[config.mk]
export PLATFORM = sky130hd
export DESIGN_NAME = cache_way_governor
export DESIGN_NICKNAME = d
export VERILOG_FILES = /design/src/rtl/wg_pkg.sv /design/src/rtl/wg_run_counter.sv /design/src/rtl/wg_wake_timer.sv /design/src/rtl/cache_way_governor.sv
export SDC_FILE = /design/constraint.sdc
export NUM_CORES = 1
export LEC_CHECK = 0
export CORE_MARGIN = 2
export CORE_UTILIZATION = 37
export CTS_CLUSTER_SIZE = 28
export DETAILED_ROUTE_END_ITERATION = 6
export GPL_ROUTABILITY_DRIVEN = 0
export MAX_ROUTING_LAYER = met4
export PLACE_DENSITY = 0.76
export SLEW_MARGIN = 20
export SYNTH_ARGS = -nofsm -noshare
export SYNTH_HDL_FRONTEND = slang
export SYNTH_SLANG_ARGS = --single-unit
[constraint.sdc]
create_clock -name clk -period 1.9 [get_ports clk]
set_input_delay 0.285 -clock clk [delete_from_list [all_inputs] [get_ports clk]]
set_output_delay 0.285 -clock clk [all_outputs]
set_load 0.005 [all_outputs]
[src/rtl/wg_pkg.sv]
package wg_pkg;
    typedef enum logic [1:0] {
        ST_FULL   = 2'd0,
        ST_FLUSH  = 2'd1,
        ST_SMALL  = 2'd2,
        ST_WAKE   = 2'd3
    } wg_state_e;

    typedef struct packed {
        wg_state_e st;
        logic      pend;
    } wg_ctl_t;
endpackage

[src/rtl/wg_run_counter.sv]
module wg_run_counter #(
    parameter int LEN = 4
) (
    input  logic clk,
    input  logic rst_n,
    input  logic en,
    input  logic valid,
    input  logic cond,
    output logic hit
);
    localparam int CW = $clog2(LEN + 1);

    logic [CW-1:0] cnt_d, cnt_q;
    logic          at_last;

    assign at_last = (cnt_q == CW'(LEN - 1));
    assign hit     = en && valid && cond && at_last;

    always_comb begin
        cnt_d = cnt_q;
        if (!en) begin
            cnt_d = '0;
        end else if (valid) begin
            if (!cond || at_last) cnt_d = '0;
            else                  cnt_d = cnt_q + 1'b1;
        end
    end

    always_ff @(posedge clk) begin
        if (!rst_n) cnt_q <= '0;
        else        cnt_q <= cnt_d;
    end
endmodule

[src/rtl/wg_wake_timer.sv]
module wg_wake_timer #(
    parameter int WAKE_CYCLES = 5
) (
    input  logic clk,
    input  logic rst_n,
    input  logic start,
    output logic done
);
    localparam int CW = $clog2(WAKE_CYCLES + 1);

    typedef struct packed {
        logic          busy;
        logic [CW-1:0] cnt;
    } tmr_t;

    tmr_t t_d, t_q;

    assign done = t_q.busy && (t_q.cnt == '0);

    always_comb begin
        t_d = t_q;
        if (start) begin
            t_d.busy = 1'b1;
            t_d.cnt  = CW'(WAKE_CYCLES - 1);
        end else if (t_q.busy) begin
            if (t_q.cnt == '0) t_d.busy = 1'b0;
            else               t_d.cnt  = t_q.cnt - 1'b1;
        end
    end

    always_ff @(posedge clk) begin
        if (!rst_n) t_q <= '0;
        else        t_q <= t_d;
    end
endmodule

[src/rtl/cache_way_governor.sv]
module cache_way_governor
    import wg_pkg::*;
#(
    parameter int NUM_WAYS    = 16,
    parameter int KEEP_WAYS   = 2,
    parameter int ACT_W       = 8,
    parameter int LOW_RUN     = 4,
    parameter int HIGH_RUN    = 3,
    parameter int WAKE_CYCLES = 5
) (
    input  logic                clk,
    input  logic                rst_n,
    input  logic                sample_valid,
    input  logic [ACT_W-1:0]    activity,
    input  logic [ACT_W-1:0]    thr_low,
    input  logic [ACT_W-1:0]    thr_high,
    input  logic                flush_done,
    output logic [NUM_WAYS-1:0] way_en,
    output logic                flush_req,
    output logic [NUM_WAYS-1:0] flush_mask,
    output logic                reduced,
    output logic                low_vmin_ok
);
    localparam logic [NUM_WAYS-1:0] KEEP_MASK =
        {{(NUM_WAYS - KEEP_WAYS){1'b0}}, {KEEP_WAYS{1'b1}}};
    localparam logic [NUM_WAYS-1:0] GATE_MASK = ~KEEP_MASK;

    wg_ctl_t c_d, c_q;

    logic low_en, high_en, low_hit, high_hit;
    logic wake_start, wake_done;

    assign low_en  = (c_q.st == ST_FULL);
    assign high_en = (c_q.st == ST_FLUSH) || (c_q.st == ST_SMALL);

    wg_run_counter #(.LEN(LOW_RUN)) u_low_run (
        .clk   (clk),
        .rst_n (rst_n),
        .en    (low_en),
        .valid (sample_valid),
        .cond  (activity < thr_low),
        .hit   (low_hit)
    );

    wg_run_counter #(.LEN(HIGH_RUN)) u_high_run (
        .clk   (clk),
        .rst_n (rst_n),
        .en    (high_en),
        .valid (sample_valid),
        .cond  (activity >= thr_high),
        .hit   (high_hit)
    );

    wg_wake_timer #(.WAKE_CYCLES(WAKE_CYCLES)) u_wake (
        .clk   (clk),
        .rst_n (rst_n),
        .start (wake_start),
        .done  (wake_done)
    );

    always_comb begin
        c_d        = c_q;
        wake_start = 1'b0;
        unique case (c_q.st)
            ST_FULL: begin
                if (low_hit) c_d.st = ST_FLUSH;
            end
            ST_FLUSH: begin
                if (high_hit) c_d.pend = 1'b1;
                if (flush_done) begin
                    c_d.pend = 1'b0;
                    if (c_q.pend || high_hit) begin
                        c_d.st     = ST_WAKE;
                        wake_start = 1'b1;
                    end else begin
                        c_d.st = ST_SMALL;
                    end
                end
            end
            ST_SMALL: begin
                if (high_hit) begin
                    c_d.st     = ST_WAKE;
                    wake_start = 1'b1;
                end
            end
            ST_WAKE: begin
                if (wake_done) c_d.st = ST_FULL;
            end
            default: c_d.st = ST_FULL;
        endcase
    end

    always_ff @(posedge clk) begin
        if (!rst_n) c_q <= '{st: ST_FULL, pend: 1'b0};
        else        c_q <= c_d;
    end

    always_comb begin
        reduced     = (c_q.st == ST_SMALL) || (c_q.st == ST_WAKE);
        way_en      = reduced ? KEEP_MASK : '1;
        flush_req   = (c_q.st == ST_FLUSH);
        flush_mask  = flush_req ? GATE_MASK : '0;
        low_vmin_ok = (c_q.st == ST_SMALL);
    end
endmodule

==> qor.txt <==
Core footprint -> 3420 um2
Fin util -> 61.7%
Leakage -> 0.958 nW
Gr ovfl total -> 0
Skew-Pair Late Insertion Delay -> 0.29 ns
DRT Wirelength -> 3080 um
Crit-path cells -> inv_1 > ha_2 > or2_2 > inv_2 > buf_6 > clkdlybuf4s15_1
Cell Rows -> 21
Combinational power share -> 42.2%
Period utilisation layout -> 97.4%
Hold path start -> u_low_run.cnt_q[1]$_SDFFE_PN0P_
Average wire per standard cell -> 11.6 um
Final hold vios -> 0
Seq pwr share -> 32.0%
HPWL Detailed -> 2230 um
CP required -> 1.62 ns
Vias in the first global route -> 1,304
Worst min path class -> register to register
Number of max-cap violations -> 0
Setup Skew -> 0.00712 ns
Slowest-stage cell, CP -> dfxtp_2
Clk buf depth -> 2
Inserted Clock Buffers -> 3
Post-synth cell types -> 40
Clock Power Share -> 25.8%
PortBufs -> 58
Design Power -> 0.813 mW
Largest net degree at the start of global routing -> 12
# clock sinks -> 12
Switch Pwr -> 0.238 mW
Crit end category -> output port
Largest stage delay, worst path -> 0.35 ns
Max Clock Freq -> 541 MHz
Inserted Diodes -> 0
Post-synth ARST share -> 0%
Synth Register Bits -> 12
Initial antenna violation count -> 0
CP max FO -> 7
Ports -> 63
CTS tree -> yes
DRC Markers -> 0
DR vias -> 1,274
Detail Route Antenna Nets -> 0
Worst Path Arrival -> 1.56 ns
H-tree Lvls -> 1
Nets -> 272
Setup crit start kind -> register
Post-CTS Hold Fix Bufs -> 0
Pwr per Cell Area -> 386 nW/um2
Fraction of layout cells with a size suffix above 1 -> 38.8%
Synthesized cell area -> 1350 um2
Vias/cell -> 4.81
Die Ht -> 64.3 um
Final min period -> 1.85 ns
Number of flops mapped to enable cells by yosys -> 0
Syn Inst Count -> 167
IR drop worst, VDD -> 158 uV
First-pass DRT Iterations -> 4
Die X -> 64.3 um
Classification of the worst setup path -> register to output port
CTS root buffer -> clkbuf_4
Outcome -> finished clean
Final setup fails -> 0
Die area -> 4140 um2
Internal -> 0.575 mW
Post-synth top flop -> dfxtp_1
Total GRT Usage -> 16.8%
First-pass GRT wire length -> 5420 um
Synth Warn # -> 0
Initial core utilization -> 39.4%
Max Slew Vio Count -> 0
Switching Fraction -> 29.2%
Critical path origin -> c_q[1]$_SDFFE_PN0P_
Seq/Total Area, Yosys -> 17.8%
DRT iter0 DRCs -> 33
Avg Inst Size Synth -> 8.06 um2
Area Growth Syn to Fin -> 56.5%
R2r startpoint -> c_q[1]$_SDFFE_PN0P_
Clk slew on worst S/H paths -> 0.08 ns
[power groups by stage]
stage / registers (mW) / logic, mW / clock network [mW]
floorplan: 0.265 / 0.157 / 0
global route: 0.261 / 0.379 / 0.227
CTS: 0.260 / 0.333 / 0.215
global placement: 0.266 / 0.279 / 0
detailed placement: 0.266 / 0.282 / 0
finish: 0.260 / 0.343 / 0.209
[placed cells by master (no fill, tap or decap), drive strengths merged, types with 2 or more instances in the layout]
cell / instances
dlygate4sd2: 9
nor3: 2
nand2b: 5
and3: 5
o21ai: 4
clkbuf: 17
or2: 2
a21oi: 8
nand4b: 2
ha: 24
a31oi: 2
clkdlybuf4s50: 20
o32ai: 2
dfxtp: 12
buf: 22
or4: 3
a21boi: 2
conb: 4
inv: 27
clkdlybuf4s15: 14
nor2: 2
o21a: 2
nand2: 8
a211oi: 2
nand3: 2
[path summary, 6_finish.rpt]
check                                         end  slack [ns]  cells past startpoint
setup / recovery                        way_en[9]        0.05                      6
hold / removal    u_low_run.cnt_q[1]$_SDFFE_PN0P_        0.48                      2
setup reg to reg         u_wake.t_q[3]$_SDFF_PN0_        0.22                      8
hold reg to reg   u_low_run.cnt_q[1]$_SDFFE_PN0P_        0.48                      2
[worst max-delay path: cells and delay by family (launching register included)]
kind                       cells  cell delay (ns)
and+or+nand+nor                1             0.30
DFF                            1             0.35
buffers and inverters          4             0.44
adders and majority gates      1             0.18
[state kept, by name, summed over array words and instances (netlist names), named ones only]
name	count
u_high_run.cnt_q	2
c_q	2
u_low_run.cnt_q	3
u_wake.t_q	4
[repair_timing]
| action | 4_1_cts | 5_1_grt |
|---|---|---|
| buffers inserted | 5 | 0 |
| endpoints found under the setup margin | 41 | 38 |
| pin swaps | 23 | 12 |
| resized for setup | 90 | 40 |
| cloned | 0 | 0 |
[stage by stage]
| step | setup TNS, ns | cell area, um2 | hold WS, ns | setup slack, ns | cells |
|---|---|---|---|---|---|
| CTS | -0.0597 | 2110 | 0.480 | -0.0140 | 265 |
| finish | 0 | 2110 | 0.480 | 0.0501 | 265 |
| detailed placement | -5.84 | 1880 | 0.467 | -0.593 | 256 |
| floorplan | 0 | 1360 | 0.438 | 0.00554 | 169 |
| global route | -0.0732 | 2110 | 0.522 | -0.0161 | 265 |
| global placement | -5.40 | 1880 | 0.457 | -0.593 | 256 |
[layer usage]
metal / wire (um) / global-route usage, % / vias up
met4: 104 / 9.31 / 0
met3: 183 / 2.11 / 9
met1: 1280 / 18.2 / 565
met2: 1520 / 29.8 / 58
li1: - / - / 642
met5: 0 / - / -
[cell families after synthesis]
family                     after synthesis  synth area share [%]
other                                    2                 0.558
DFF                                     12                  17.8
adders and majority gates               24                  22.3
xor gates and xnor gates                 1                 0.651
muxes                                    1                 0.744
AOI/OAI and AO/OA                       30                  16.5
and+or+nand+nor                         37                  15.9
buffers and inverters                   60                  25.5
[area by class of cell]
cell class	instances	area (um2)
clock buffer	4	36.3
timing repair buffer	79	673
sequential	12	241
inverter	27	101
tap	46	57.6
fill	321	1310
multi-input combinational	97	997
[cells in the mapped netlist, drive strengths merged, types with 3 or more instances]
cell type	number	area, um2
nand2b	5	31.3
a21oi	8	40.0
o21ai	4	20.0
and3	5	31.3
or4	3	22.5
dfxtp	12	240
buf	32	238
inv	27	101
nand2	8	30.0
ha	24	300
No activity file was read; power rests on OpenSTA's default activity.
